**src/rtl/kts_pkg.sv**
```systemverilog
package kts_pkg;

  localparam int CALC_W = 64;

  typedef enum logic [0:0] {
    ST_IDLE = 1'b0,
    ST_DIV  = 1'b1
  } kts_state_e;

  // Blend of prior and measurement, with a gain scaled by 2^frac
  function automatic logic signed [CALC_W-1:0] kts_estimate(
    input logic signed [CALC_W-1:0] prior,
    input logic signed [CALC_W-1:0] meas,
    input logic signed [CALC_W-1:0] gain,
    input int                       frac
  );
    logic signed [CALC_W-1:0] acc;
    acc = (prior <<< frac) + gain * (meas - prior);
    return acc >>> frac;
  endfunction

  // Covariance after the update: (unity - gain) * predicted, rescaled
  function automatic logic [CALC_W-1:0] kts_cov_next(
    input logic [CALC_W-1:0] pmid,
    input logic [CALC_W-1:0] gain,
    input int                frac
  );
    logic [CALC_W-1:0] unity;
    unity = CALC_W'(1) << frac;
    return ((unity - gain) * pmid) >> frac;
  endfunction

endpackage

```
**src/rtl/kts_outlier_guard.sv**
```systemverilog
module kts_outlier_guard #(
  parameter int DATA_W     = 32,
  parameter int SEED_CAP   = 85000,
  parameter int RISE_LIMIT = 30000,
  parameter int RISE_STEP  = 10000,
  parameter int FALL_LIMIT = 15000,
  parameter int FALL_STEP  = 5000
) (
  input  logic signed [DATA_W-1:0] sample_i,
  input  logic signed [DATA_W-1:0] prior_i,
  input  logic                     seeded_i,
  input  logic                     clamp_en_i,
  output logic signed [DATA_W-1:0] base_o,
  output logic signed [DATA_W-1:0] meas_o
);

  localparam logic signed [DATA_W-1:0] CAP    = DATA_W'(SEED_CAP);
  localparam logic signed [DATA_W:0]   UP_LIM = (DATA_W+1)'(RISE_LIMIT);
  localparam logic signed [DATA_W:0]   DN_LIM = (DATA_W+1)'(FALL_LIMIT);

  logic signed [DATA_W:0] rise;
  logic signed [DATA_W:0] fall;

  // Seed on the first reading, capped at the ambient ceiling
  assign base_o = seeded_i ? prior_i : ((sample_i < CAP) ? sample_i : CAP);

  assign rise = $signed({sample_i[DATA_W-1], sample_i}) - $signed({base_o[DATA_W-1], base_o});
  assign fall = $signed({base_o[DATA_W-1], base_o}) - $signed({sample_i[DATA_W-1], sample_i});

  always_comb begin
    meas_o = sample_i;
    if (clamp_en_i && (rise > UP_LIM)) begin
      meas_o = base_o + DATA_W'(RISE_STEP);
    end else if (clamp_en_i && (fall > DN_LIM)) begin
      meas_o = base_o - DATA_W'(FALL_STEP);
    end
  end

endmodule

```
**src/rtl/kts_warmup.sv**
```systemverilog
module kts_warmup #(
  parameter int WARMUP = 100
) (
  input  logic clk,
  input  logic rst,
  input  logic tick_i,
  output logic active_o
);

  localparam int CNT_W = $clog2(WARMUP + 2);

  logic [CNT_W-1:0] cnt_q;

  // Saturates one past the warm-up length; limiting starts from there
  always_ff @(posedge clk) begin
    if (rst) begin
      cnt_q <= '0;
    end else if (tick_i && !active_o) begin
      cnt_q <= cnt_q + CNT_W'(1);
    end
  end

  assign active_o = (cnt_q > CNT_W'(WARMUP));

endmodule

```
**src/rtl/kts_divider.sv**
```systemverilog
module kts_divider #(
  parameter int NUM_W = 27,
  parameter int DEN_W = 18,
  parameter int QUO_W = 11
) (
  input  logic             clk,
  input  logic             rst,
  input  logic             start_i,
  input  logic [NUM_W-1:0] num_i,
  input  logic [DEN_W-1:0] den_i,
  output logic             done_o,
  output logic [QUO_W-1:0] quot_o
);

  localparam int CNT_W = $clog2(QUO_W + 1);

  logic [DEN_W-1:0] rem_q;
  logic [DEN_W-1:0] den_q;
  logic [QUO_W-1:0] low_q;
  logic [QUO_W-1:0] quo_q;
  logic [CNT_W-1:0] cnt_q;
  logic             busy_q;
  logic [DEN_W:0]   trial;
  logic             fits;

  // The quotient fits in QUO_W bits, so the upper numerator bits
  // preload the remainder and only QUO_W steps remain
  assign trial = {rem_q, low_q[QUO_W-1]};
  assign fits  = (trial >= {1'b0, den_q});

  always_ff @(posedge clk) begin
    if (rst) begin
      rem_q  <= '0;
      den_q  <= '0;
      low_q  <= '0;
      quo_q  <= '0;
      cnt_q  <= '0;
      busy_q <= 1'b0;
      done_o <= 1'b0;
    end else begin
      done_o <= 1'b0;
      if (start_i) begin
        rem_q  <= DEN_W'(num_i[NUM_W-1:QUO_W]);
        low_q  <= num_i[QUO_W-1:0];
        den_q  <= den_i;
        quo_q  <= '0;
        cnt_q  <= CNT_W'(QUO_W);
        busy_q <= 1'b1;
      end else if (busy_q) begin
        rem_q <= fits ? DEN_W'(trial - {1'b0, den_q}) : trial[DEN_W-1:0];
        quo_q <= {quo_q[QUO_W-2:0], fits};
        low_q <= low_q << 1;
        cnt_q <= cnt_q - CNT_W'(1);
        if (cnt_q == CNT_W'(1)) begin
          busy_q <= 1'b0;
          done_o <= 1'b1;
        end
      end
    end
  end

  assign quot_o = quo_q;

endmodule

```
**src/rtl/kalman_temp_smoother.sv**
```systemverilog
module kalman_temp_smoother
  import kts_pkg::*;
#(
  parameter int DATA_W     = 32,
  parameter int COV_W      = 16,
  parameter int FRAC_SHIFT = 10,
  parameter int Q_NOISE    = 18,
  parameter int R_NOISE    = 542,
  parameter int COV_INIT   = 160,
  parameter int SEED_CAP   = 85000,
  parameter int WARMUP     = 100,
  parameter int RISE_LIMIT = 30000,
  parameter int RISE_STEP  = 10000,
  parameter int FALL_LIMIT = 15000,
  parameter int FALL_STEP  = 5000
) (
  input  logic                     clk,
  input  logic                     rst,
  input  logic                     in_valid,
  output logic                     in_ready,
  input  logic signed [DATA_W-1:0] in_temp,
  output logic                     out_valid,
  output logic signed [DATA_W-1:0] out_temp
);

  localparam int PM_W   = COV_W + 1;
  localparam int NUM_W  = PM_W + FRAC_SHIFT;
  localparam int DEN_W  = PM_W + 1;
  localparam int GAIN_W = FRAC_SHIFT + 1;

  kts_state_e state_q;

  logic signed [DATA_W-1:0] est_q;
  logic signed [DATA_W-1:0] base_q;
  logic signed [DATA_W-1:0] meas_q;
  logic signed [DATA_W-1:0] base_d;
  logic signed [DATA_W-1:0] meas_d;
  logic signed [DATA_W-1:0] est_d;
  logic [COV_W-1:0]         cov_q;
  logic [COV_W-1:0]         cov_d;
  logic [PM_W-1:0]          pmid_q;
  logic [PM_W-1:0]          pmid_d;
  logic [NUM_W-1:0]         num_d;
  logic [DEN_W-1:0]         den_d;
  logic [GAIN_W-1:0]        gain;
  logic                     accept;
  logic                     div_done;
  logic                     warm_active;
  logic                     seeded_q;
  logic                     clamp_q;
  logic                     seed_q;

  assign in_ready = (state_q == ST_IDLE);
  assign accept   = in_valid && in_ready;

  // Predicted covariance and the gain division operands
  assign pmid_d = PM_W'(cov_q) + PM_W'(Q_NOISE);
  assign num_d  = {pmid_d, {FRAC_SHIFT{1'b0}}};
  assign den_d  = DEN_W'(pmid_d) + DEN_W'(R_NOISE);

  kts_outlier_guard #(
    .DATA_W    (DATA_W),
    .SEED_CAP  (SEED_CAP),
    .RISE_LIMIT(RISE_LIMIT),
    .RISE_STEP (RISE_STEP),
    .FALL_LIMIT(FALL_LIMIT),
    .FALL_STEP (FALL_STEP)
  ) u_guard (
    .sample_i  (in_temp),
    .prior_i   (est_q),
    .seeded_i  (seeded_q),
    .clamp_en_i(warm_active),
    .base_o    (base_d),
    .meas_o    (meas_d)
  );

  kts_warmup #(
    .WARMUP(WARMUP)
  ) u_warmup (
    .clk     (clk),
    .rst     (rst),
    .tick_i  (accept),
    .active_o(warm_active)
  );

  kts_divider #(
    .NUM_W(NUM_W),
    .DEN_W(DEN_W),
    .QUO_W(GAIN_W)
  ) u_divider (
    .clk    (clk),
    .rst    (rst),
    .start_i(accept),
    .num_i  (num_d),
    .den_i  (den_d),
    .done_o (div_done),
    .quot_o (gain)
  );

  assign est_d = DATA_W'(kts_estimate(CALC_W'(base_q), CALC_W'(meas_q),
                                      CALC_W'(gain), FRAC_SHIFT));
  assign cov_d = COV_W'(kts_cov_next(CALC_W'(pmid_q), CALC_W'(gain), FRAC_SHIFT));

  always_ff @(posedge clk) begin
    if (rst) begin
      state_q   <= ST_IDLE;
      est_q     <= '0;
      base_q    <= '0;
      meas_q    <= '0;
      pmid_q    <= '0;
      cov_q     <= COV_W'(COV_INIT);
      seeded_q  <= 1'b0;
      clamp_q   <= 1'b0;
      seed_q    <= 1'b0;
      out_valid <= 1'b0;
    end else begin
      out_valid <= 1'b0;
      if (accept) begin
        base_q   <= base_d;
        meas_q   <= meas_d;
        pmid_q   <= pmid_d;
        clamp_q  <= warm_active;
        seed_q   <= !seeded_q;
        seeded_q <= 1'b1;
        state_q  <= ST_DIV;
      end
      if (div_done) begin
        est_q     <= est_d;
        cov_q     <= cov_d;
        out_valid <= 1'b1;
        state_q   <= ST_IDLE;
      end
    end
  end

  assign out_temp = est_q;

endmodule

```
**config.mk**
```make
export PLATFORM = sky130hd
export DESIGN_NAME = kalman_temp_smoother
export DESIGN_NICKNAME = d
export VERILOG_FILES = /design/src/rtl/kts_pkg.sv /design/src/rtl/kts_outlier_guard.sv /design/src/rtl/kts_warmup.sv /design/src/rtl/kts_divider.sv /design/src/rtl/kalman_temp_smoother.sv
export SDC_FILE = /design/constraint.sdc
export NUM_CORES = 2
export LEC_CHECK = 0
export ABC_CLOCK_PERIOD_IN_PS = 18800
export BUFFER_PORTS_ARGS = -buffer_cell sky130_fd_sc_hd__buf_2
export CAP_MARGIN = 10
export CORE_AREA = 2 2 317 319
export CTS_CLUSTER_DIAMETER = 200
export DETAILED_ROUTE_END_ITERATION = 8
export DIE_AREA = 0 0 319 321
export REMOVE_ABC_BUFFERS = 1
export SETUP_SLACK_MARGIN = 0.2
export SLEW_MARGIN = 15
export SYNTH_ARGS = -nofsm -noshare
export SYNTH_HDL_FRONTEND = slang
export SYNTH_SLANG_ARGS = --single-unit
export TNS_END_PERCENT = 50
```
**constraint.sdc**
```tcl
create_clock -name clk -period 18.8 [get_ports clk]
set_clock_uncertainty 0.15 [all_clocks]
set_input_delay 2.82 -clock clk [delete_from_list [all_inputs] [get_ports clk]]
set_output_delay 2.82 -clock clk [all_outputs]
set_load 0.02 [all_outputs]
```
==> key figures <==
Status
  • Status: finished clean

Drt
  • Detailed Routing Iterations Pass 1: 5
  • Final ANT Viol Nets: 0
  • Routed wire length per instance: 17.3 µm
  • DR vias: 28007
  • DRT Wirelength: approximately 94 mm
  • Post-route DRC: 0
  • Initial DRC count: 1719
  • Number of vias per cell: 5.13

Global route
  • Met2 usage: 0.305
  • Global Route Usage Sum: 0.189
  • First-pass GRT wire length: 156 mm
  • Total gr overflow: 0
  • Met3 usage: 0.0197
  • Largest net degree at the start of global routing: 73
  • GR peak layer: met2
  • Initial antenna violation count: 4
  • Met1 GRT Util: 0.265
  • Number of global-route vias before repair: 28312

Worst setup path
  • Reg2Reg Depth: 34
  • Slowest cell on the critical path: ha_1
  • Reg2reg end: out_temp[28]
  • CP dominant cell by count: a21oi_1
  • CP Max Fanout: 33
  • Critical Path, Cell by Cell: buf_2 -> inv_1 -> nand4_1 -> nor4_1 -> o311ai_0 -> a21oi_1 -> o2111ai_1 -> ha_1 -> nor3b_1 -> a21oi_1 -> inv_1 -> ha_1 -> a2111oi_0 -> a21oi_1 -> a2111oi_0 -> o31ai_1 -> xor2_1 -> nor4_1 -> nand3_1 -> o31ai_4 -> buf_4 -> and2_1 -> a22oi_1 -> a211oi_1
  • Critical path class: input port to flip-flop
  • Crit path buf inv count: 4
  • R2r startpoint: base_q[0]
  • Crit path launch type: input port
  • Arr. time, crit path: 11.01 ns
  • WP data required: 19.04 ns
  • CP endpoint kind: flip-flop
  • CP max stage delay: 1.08 ns
  • R2r setup slk: roughly 8.7 ns
  • Top delay family on crit path: compound AO/OA/AOI/OAI gates

CTS
  • TritonCTS buffer count: 17
  • Post_cts resized: 0
  • Clk root buf: clkbuf_16
  • Clk Latency, worst-skew pair: approximately 0.48 ns
  • Htree depth: 4
  • Hold buffers post-CTS: 0
  • Reg clk slew, reported paths: 0.08 ns
  • TritonCTS sink count: 192
  • CTS Buffer Depth: 2
  • CTS tree: yes
  • Post-CTS Setup Inserts: 0

Power and ir drop
  • Flop pwr share: 0.268
  • Pint: 924 µW
  • VDD IR max: 0.0732 mV
  • Clock power share: 0.240
  • Combinational share of power: 0.493
  • Switching power: 766 µW
  • Switching share of total power: 0.453
  • Power density cells: 46.2 nW/µm²
  • Static leakage power: approximately 0.017 µW

Yosys
  • Post-synthesis cell type count: 83
  • Synth area leader: fa_1
  • Top_reg_cell synth: dfxtp_1
  • Synth Area per Inst: 8.13 µm²
  • Gate Count Post-Synth: around 4200
  • Post-synth EDFFs: 0
  • Share of the synthesized area in the top cell type: 0.279
  • Synthesized cell area: between 30000 and 40000 µm²
  • Asr flop ratio synth: 0
  • Yosys warnings: 0
  • Top cells by area, synth: fa_1, dfxtp_1, ha_1
  • Yosys reg bits: roughly 190
  • Register area share after synthesis: 0.111

Worst hold path
  • Worst Hold Launch: u_divider.den_q[15]
  • WHS Path Cells: 2
  • Hold Path Class: flip-flop to flip-flop
  • Worst hold path endpoint: u_divider.den_q[15]

Cells and area
  • Number of fillers in the final layout: 10436
  • Share of layout cells above drive strength 1: 0.0459
  • Final net count: around 4900
  • Layout area overhead: 6.11%
  • Most common cell after layout, fill and taps aside: inv_1
  • Most frequent cells in the layout: inv_1, fa_1, nand2_1, ha_1, nor2_1

STA
  • Final setup fails: 0
  • Slew @ Worst Pin: 1.21 ns
  • Max-slew violation count: 0
  • Post-route setup slack: between 8 and 9 ns
  • Slew margin rel.: 0.188
  • Final Hold Vio Count: 0
  • Unrepaired setup endpoints after global routing: false
  • Setup TNS: 0 ns
  • FMAX: 0.0928 GHz
  • Crit share post-route: 0.573
  • Period minus WS final: 10.77 ns
  • Fin Hold WS: 0.301 ns

Placement
  • Worst slack at placement: 7.77 ns
  • Gpl congestion: between 0.8 and 0.9
  • Port buffer count: 68
  • Final HPWL DP: 74.8 mm

Floorplan
  • Die area: slightly above 100000 µm²
  • Total core area: 99300 µm²
  • Std cell rows: 116
  • Initial Util: 0.347
  • Die height: between 300 and 400 µm
  • IO Pins: 69
  • Die W: about 320 µm

Flow run
  • Max-cap viol count: 0
==> how the worst max path moves through the flow <==
stage / from / end / slack [ns] / cells after the start
after floorplan: in_valid / u_divider.rem_q[14] / 8.93 / 5
after global placement: in_temp[5] / meas_q[31] / 7.68 / 24
after detailed placement: in_temp[5] / meas_q[31] / 7.77 / 24
after CTS: in_temp[5] / meas_q[31] / 8.26 / 24
after global routing: in_temp[4] / meas_q[31] / 7.63 / 24
final: in_temp[5] / meas_q[31] / 8.03 / 24
==> flip-flops by register name (all words and copies together) (netlist names), 11 cells and up <==
register and count:
base_q 32, cov_q 16, meas_q 32, out_temp 32, pmid_q 17, u_divider.den_q 17, u_divider.quot_o 11, u_divider.rem_q 18
==> worst reg2reg max path, delay by kind of cell (launching register included) <==
kind / cells / cell delay, ns
XOR/XNOR: 2 / 1.03
multiplexers: 1 / 0.14
AO/OA/AOI/OAI: 13 / 3.76
AND/OR/NAND/NOR: 6 / 0.83
buffers and inverters: 4 / 0.27
flip-flops: 1 / 0.42
adder cells (fa/ha/maj): 8 / 3.33
==> cells in the mapped netlist, types with 35 or more instances <==
cell type	count
a211oi_1	82
a21o_1	61
a21oi_1	209
and2_1	241
clkbuf_1	187
dfxtp_1	192
fa_1	480
ha_1	280
inv_1	727
mux2i_1	86
nand2_1	444
nand2b_1	48
nand3_1	53
nor2_1	266
nor2b_1	55
nor3_1	69
o21a_1	35
o21ai_0	110
xnor2_1	144
xor2_1	59
==> power by group through the flow <==
stage               logic, µW  clock network (µW)  registers, µW
global placement          816                   0            461
detailed placement        821                   0            462
finish                    833                 405            452
floorplan                 568                   0            456
CTS                       826                 414            452
global route              928                 427            456
==> cell families (layout without fill, tap and decap cells) <==
| kind of cell | after synthesis | in the layout | share of synthesized area |
|---|---|---|---|
| and+or+nand+nor | 1328 | 1328 | 0.187 |
| buffers and inverters | 948 | 868 | 0.105 |
| adders and majority gates | 760 | 760 | 0.380 |
| AOI/OAI and AO/OA | 718 | 718 | 0.138 |
| xor gates and xnor gates | 204 | 204 | 0.0522 |
| DFF | 192 | 192 | 0.111 |
| muxes | 91 | 91 | 0.0266 |
| other | 0 | 1 | 0 |
==> layout make-up <==
class | instances | area, µm² | area share
sequential | 192 | 3850 | 0.105
clock buffer | 18 | 429 | 0.0117
timing repair buffer | 108 | 647 | 0.0177
antenna | 1 | 2.50 | 0.0000684
clock inverter | 14 | 208 | 0.00568
inverter | 728 | 2730 | 0.0747
multi-input combinational | 3101 | 27100 | 0.741
tap | 1298 | 1620 | 0.0444
==> routing by layer <==
metal | vias to the layer above | wire length [µm]
met5 | - | 0
met4 | 0 | 2570
met3 | 116 | 3710
met2 | 575 | 43000
met1 | 13887 | 45000
li1 | 13429 | -
==> per-stage QoR <==
step	utilization	power, µW	cells	instance area [µm²]
after floorplan	-	1020	4021	33600
after global placement	0.362	1280	5427	35900
after detailed placement	0.362	1280	5427	35900
after CTS	0.368	1690	5459	36600
after global routing	0.369	1810	5460	36600
final	0.369	1690	5460	36600
No activity file was read; power rests on OpenSTA's default activity.
